**src/rtl/cap_pkg.sv**
```systemverilog
package cap_pkg;
    localparam int PROBE_W = 8;
    localparam int BYTE_W  = 8;
    localparam logic [BYTE_W-1:0] OPC_SET_RATE = 8'h01;

    typedef logic [PROBE_W-1:0] sample_t;

    typedef enum logic {
        PS_OPCODE  = 1'b0,
        PS_DIVIDER = 1'b1
    } parse_state_e;

    typedef struct packed {
        logic    valid;
        sample_t data;
    } out_beat_t;

    // probe index k goes to byte bit (PROBE_W-1-k)
    function automatic sample_t pack_probes(input sample_t p);
        sample_t r;
        for (int i = 0; i < PROBE_W; i++) r[PROBE_W-1-i] = p[i];
        return r;
    endfunction

    function automatic logic [BYTE_W-1:0] legal_div(input logic [BYTE_W-1:0] d);
        return (d == '0) ? BYTE_W'(1) : d;
    endfunction
endpackage

```
**src/rtl/cap_cmd_parser.sv**
```systemverilog
module cap_cmd_parser
    import cap_pkg::*;
#(
    parameter int DEF_DIV = 23
) (
    input  logic              clk,
    input  logic              rst,
    input  logic              cmd_valid,
    input  logic [BYTE_W-1:0] cmd_data,
    output logic [BYTE_W-1:0] div_o
);
    parse_state_e      state_q;
    logic [BYTE_W-1:0] div_q;

    always_ff @(posedge clk) begin
        if (rst) begin
            state_q <= PS_OPCODE;
            div_q   <= legal_div(BYTE_W'(DEF_DIV));
        end else if (cmd_valid) begin
            case (state_q)
                PS_OPCODE: begin
                    if (cmd_data == OPC_SET_RATE) state_q <= PS_DIVIDER;
                end
                default: begin
                    div_q   <= legal_div(cmd_data);
                    state_q <= PS_OPCODE;
                end
            endcase
        end
    end

    assign div_o = div_q;

    // a zero divider never reaches the rate generator
    p_div_nonzero_r5: assert property (@(posedge clk) disable iff (rst)
        div_q != '0);

    // a non-opcode byte seen in opcode position leaves the parser waiting for an opcode
    p_resync_r4: assert property (@(posedge clk) disable iff (rst)
        (cmd_valid && state_q == PS_OPCODE && cmd_data != OPC_SET_RATE)
        |=> (state_q == PS_OPCODE && $stable(div_q)));
endmodule

```
**src/rtl/cap_rate_gen.sv**
```systemverilog
module cap_rate_gen
    import cap_pkg::*;
(
    input  logic              clk,
    input  logic              rst,
    input  logic              en,
    input  logic [BYTE_W-1:0] div,
    output logic              strobe
);
    logic [BYTE_W-1:0] cnt_q;

    assign strobe = en && (cnt_q == '0);

    always_ff @(posedge clk) begin
        if (rst) begin
            cnt_q <= '0;
        end else if (!en || cnt_q == '0) begin
            cnt_q <= div;
        end else begin
            cnt_q <= cnt_q - BYTE_W'(1);
        end
    end

    // with a divider of at least 1, strobes are never back to back
    p_strobe_gap_r3: assert property (@(posedge clk) disable iff (rst)
        strobe |=> !strobe);
endmodule

```
**src/rtl/cap_probe_sync.sv**
```systemverilog
module cap_probe_sync #(
    parameter int W      = 8,
    parameter int STAGES = 2
) (
    input  logic         clk,
    input  logic         rst,
    input  logic [W-1:0] din,
    output logic [W-1:0] dout
);
    logic [W-1:0] stage_q [STAGES];

    for (genvar s = 0; s < STAGES; s++) begin : g_stage
        always_ff @(posedge clk) begin
            if (rst) stage_q[s] <= '0;
            else if (s == 0) stage_q[s] <= din;
            else stage_q[s] <= stage_q[(s == 0) ? 0 : s-1];
        end
    end

    assign dout = stage_q[STAGES-1];
endmodule

```
**src/rtl/probe_capture_engine.sv**
```systemverilog
module probe_capture_engine
    import cap_pkg::*;
#(
    parameter int MAX_XFER    = 4096,
    parameter int REQ_W       = 16,
    parameter int DEF_DIV     = 23,
    parameter int SYNC_STAGES = 2
) (
    input  logic                 clk,
    input  logic                 rst,
    input  logic [PROBE_W-1:0]   probe_i,
    input  logic                 cmd_valid_i,
    input  logic [BYTE_W-1:0]    cmd_data_i,
    output logic                 cmd_ready_o,
    input  logic                 req_valid_i,
    input  logic [REQ_W-1:0]     req_count_i,
    output logic                 req_ready_o,
    output logic                 out_valid_o,
    output logic [PROBE_W-1:0]   out_data_o,
    input  logic                 out_ready_i,
    output logic                 overrun_o
);
    localparam int CNT_W = $clog2(MAX_XFER + 1);
    localparam logic [REQ_W-1:0] MAX_REQ = REQ_W'(MAX_XFER);

    logic [BYTE_W-1:0] div_w;
    logic              strobe_w;
    sample_t           sync_w;
    logic [CNT_W-1:0]  remain_q;
    logic [CNT_W-1:0]  clamp_w;
    out_beat_t         out_q;
    logic              ovr_q;
    logic              busy_w;
    logic              req_fire_w;
    logic              stall_w;

    cap_cmd_parser #(.DEF_DIV(DEF_DIV)) u_parser (
        .clk(clk), .rst(rst), .cmd_valid(cmd_valid_i), .cmd_data(cmd_data_i), .div_o(div_w)
    );

    cap_rate_gen u_rate (
        .clk(clk), .rst(rst), .en(remain_q != '0), .div(div_w), .strobe(strobe_w)
    );

    cap_probe_sync #(.W(PROBE_W), .STAGES(SYNC_STAGES)) u_sync (
        .clk(clk), .rst(rst), .din(probe_i), .dout(sync_w)
    );

    assign cmd_ready_o = 1'b1;
    assign busy_w      = (remain_q != '0) || out_q.valid;
    assign req_ready_o = !busy_w;
    assign req_fire_w  = req_valid_i && !busy_w;
    assign stall_w     = out_q.valid && !out_ready_i;
    assign clamp_w     = (req_count_i > MAX_REQ) ? CNT_W'(MAX_XFER) : req_count_i[CNT_W-1:0];

    always_ff @(posedge clk) begin
        if (rst) begin
            remain_q <= '0;
            out_q    <= '0;
            ovr_q    <= 1'b0;
        end else begin
            if (out_q.valid && out_ready_i) out_q.valid <= 1'b0;
            if (req_fire_w) begin
                remain_q <= clamp_w;
                ovr_q    <= 1'b0;
            end else if (strobe_w) begin
                if (stall_w) begin
                    ovr_q <= 1'b1;
                end else begin
                    out_q.valid <= 1'b1;
                    out_q.data  <= pack_probes(sync_w);
                    remain_q    <= remain_q - CNT_W'(1);
                end
            end
        end
    end

    assign out_valid_o = out_q.valid;
    assign out_data_o  = out_q.data;
    assign overrun_o   = ovr_q;

    // a stalled byte is held unchanged
    p_hold_r10: assert property (@(posedge clk) disable iff (rst)
        (out_valid_o && !out_ready_i) |=> (out_valid_o && $stable(out_data_o)));

    // overrun is sticky until a request is accepted
    p_overrun_sticky_r9: assert property (@(posedge clk) disable iff (rst)
        (overrun_o && !(req_valid_i && req_ready_o)) |=> overrun_o);

    // an accepted request clears overrun
    p_overrun_clear_r9: assert property (@(posedge clk) disable iff (rst)
        (req_valid_i && req_ready_o) |=> !overrun_o);

    // the outstanding count never exceeds the ceiling
    p_remain_cap_r8: assert property (@(posedge clk) disable iff (rst)
        remain_q <= CNT_W'(MAX_XFER));

    // while busy, a request cannot raise the outstanding count
    p_busy_gate_r11: assert property (@(posedge clk) disable iff (rst)
        (!req_ready_o) |=> (remain_q <= $past(remain_q)));
endmodule

```
**config.mk**
```make
export PLATFORM = sky130hd
export DESIGN_NAME = probe_capture_engine
export DESIGN_NICKNAME = d
export VERILOG_FILES = /design/src/rtl/cap_pkg.sv /design/src/rtl/cap_cmd_parser.sv /design/src/rtl/cap_rate_gen.sv /design/src/rtl/cap_probe_sync.sv /design/src/rtl/probe_capture_engine.sv
export SDC_FILE = /design/constraint.sdc
export NUM_CORES = 1
export LEC_CHECK = 0
export ABC_AREA = 1
export BUFFER_PORTS_ARGS = -buffer_cell sky130_fd_sc_hd__buf_4
export CORE_UTILIZATION = 38
export DETAILED_ROUTE_END_ITERATION = 12
export GPL_ROUTABILITY_DRIVEN = 0
export GPL_TIMING_DRIVEN = 0
export PLACE_DENSITY = 0.56
export SETUP_SLACK_MARGIN = 0.1
export SYNTH_ARGS = -nofsm -noshare
export SYNTH_HDL_FRONTEND = slang
export SYNTH_SLANG_ARGS = --single-unit
```
**constraint.sdc**
```tcl
create_clock -name clk -period 2 [get_ports clk]
set_input_delay 0.3 -clock clk [delete_from_list [all_inputs] [get_ports clk]]
set_output_delay 0.3 -clock clk [all_outputs]
set_load 0.05 [all_outputs]
```
==> impl_results.md <==
* Placed insts at 507
* Synth cell types at 36
* Yosys warnings at 0
* Worst Skew at 0.00930 ns
* CP Class: reg -> out
* Clock Tree Buf Depth at 2
* Overall Global Routing Usage at 0.169
* Setup ws final at 0.240 ns
* Hold Fails Final Rpt at 0
* Die area at 0.00735 sq mm
* Fin cells at 516
* Die X at 85.7 um
* Seq pwr share at 0.257
* Slowest stage delay, CP at 0.34 ns
* Slew @ Worst Pin at 0.576 ns
* Fin nets at 460
* Top cells by area, synth: dfxtp_1 42%, nand2_1 10%, nor2_1 9.7%
* Syn_area_per_cell at 7.30 sq um
* Leakage at 1.55 nW
* Post-DP HPWL at 4300 um
* Setup TNS at 0 ns
* Type of destination of the critical path: output pin
* Final setup vio count at 0
* CP max FO at 4
* Hold_buf cts at 0
* Area share of the largest cell type after synthesis at 0.421
* Min Tclk post-route at 1.76 ns
* Hold slack at 0.189 ns
* DRT Wirelength at 5800 um
* Core area at 0.00679 sq mm
* Num CTS Buffers at 5
* DR vias at 2318
* Sequential share of the synthesized area at 0.421
* Most frequent cells in the layout: 73 x nand2_1, 69 x nor2_1, 56 x dfxtp_1
* Combinational fraction of design power at 0.645
* Row count at 30
* Avg WL per Cell at 11.2 um
* Sw Ratio at 0.491
* Clock network fraction of total power at 0.099
* IO Port Bufs at 46
* Cell Pwr Density at 1890 mW/mm^2
* Final Max Tran Viols at 0
* Layout area overhead at 22.5%
* RSZ-0062 raised after global routing: no
* Die Span Y at 85.7 um
* Peak supply drop at 0.638 mV
* Worst-path clk slew at 0.10 ns
* Clk sink count at 56
* DR iter-0 viols at 76
* First-pass DRT Iterations at 4
* Commonest non-fill, non-tap cell in the layout: nand2_1
* Gr ovfl total at 0
* Final worst-path cycle share at 0.880
* Int Pwr at 3.14 mW
* CTS H-tree lvls at 2
* Worst setup SP type: flop
* DRC at 0
* WP buf/inv at 3
* Skew-Pair Late Insertion Delay at 0.30 ns
* Critical path's most frequent cell: nand3_4
* Critical-path top delay cell: dfxtp_1
* First-pass GRT wire length at 9790 um
* Root Driver: clkbuf_8
* Crit path max-delay family: simple AND/OR/NAND/NOR gates
* CTS tree: yes
* Syn nets at 405
* Largest area contributor in the netlist: dfxtp_1
* Antenna cells at 0
* Critical path data arrival time at 1.46 ns
* Crit-path cells: inv_2, ha_4, nand3_4, nor2_8, nand3_4, inv_1, buf_6
* Maximum clock frequency at 0.568 GHz
* DRT antenna net count at 0
* NetSw at 3.02 mW
* Antenna violations before repair at 0
* Io pins at 49
* Largest net degree at the start of global routing at 17
* Starting Density at 0.392
* Worst slack, placed at 0.157 ns
* WP data required at 1.70 ns
* Syn Inst Count at 365
* Min-delay worst type: in -> reg
* Vias in the first global route at 2130
* Vias per inst at 4.49
* Mapped Area at 0.00266 sq mm
* Share of cells above drive strength 1 at 0.198
* Outcome: finished clean
* #FFs+latches synth at 56
* Max cap viols at 0
* Relative slew slack at 0.616
## synthesized netlist by cell type, drive strengths merged
cell type	n
xor2	7
nor3	1
and2	1
o21ai	23
nand2	77
nand3	33
clkbuf	5
nor2	76
a21oi	15
a211oi	1
conb	1
xnor2	3
nand4	2
a31oi	3
inv	47
dfxtp	56
o211a	1
or2	2
nor4	1
ha	3
buf	7
## through the flow
stage	instance area (sq um)	util	power [mW]
global route	3260	0.480	6.71
floorplan	2660	-	4.48
global placement	3130	0.461	5.22
CTS	3240	0.477	6.12
finish	3260	0.480	6.16
detailed placement	3130	0.461	5.26
## area by class of cell
cell class                      count  area (sq um)
Fill cell                         712          3530
Multi-Input combinational cell    250          1310
Sequential cell                    56          1120
Timing Repair Buffer               48           377
Inverter                           47           179
Tap cell                           96           120
Buffer                             12          80.1
Clock buffer                        6          72.6
Clock inverter                      1          8.76
## worst reg2reg max path, stage by stage (launching register included)
cell and delay, ns:
dfxtp_1 0.34, inv_2 0.09, ha_4 0.15, nand3_4 0.12
nor2_8 0.14, buf_12 0.13, nand4_4 0.21, nand2_8 0.19
inv_4 0.08, nand2_1 0.06, a21oi_1 0.06
## sequential cells by signal, indices dropped and copies added, names as in the netlist
register          flops
u_rate.cnt_q          8
remain_q             13
u_sync.stage_q       16
u_parser.div_o        8
out_valid_o           1
u_parser.state_q      1
overrun_o             1
out_data_o            8
## per-layer routing
layer | wire length, um | up-vias | global-route usage
met1 | 3000 | 1035 | 0.229
met4 | 62 | 0 | 0.0485
li1 | - | 1240 | -
met3 | 194 | 5 | 0.0327
met2 | 2550 | 38 | 0.273
met5 | 0 | - | 0
## power groups by stage
stage	clock [mW]	sequential [mW]	combinational, mW
finish	0.607	1.58	3.97
global route	0.665	1.62	4.43
CTS	0.627	1.58	3.91
detailed placement	0	1.60	3.66
global placement	0	1.60	3.62
floorplan	0	1.77	2.71
## cell families (layout without fill, tap and decap cells)
group,Yosys count,in the layout,share of synthesized area
other,1,1,0.00141
and+or+nand+nor,193,193,0.347
adders and majority gates,3,3,0.0141
xor gates and xnor gates,10,10,0.0329
AOI/OAI and AO/OA,43,43,0.0864
DFF,56,56,0.421
buffers and inverters,59,114,0.0972
## worst paths after layout
path                   startpoint                   end  slack [ns]  depth (start not counted)
max                   remain_q[0]           req_ready_o        0.24                          7
min                    probe_i[3]  u_sync.stage_q[0][3]        0.19                          3
max reg2reg           remain_q[0]           remain_q[8]        0.29                         10
min reg2reg  u_sync.stage_q[0][2]  u_sync.stage_q[1][2]        0.41                          2
## repair_timing
item	in CTS	in global routing
pin swaps	1	1
buffers inserted	2	0
endpoints found under the setup margin	1	11
gates cloned	0	0
resized for setup	1	4
Power figures use the tool's default switching activity.
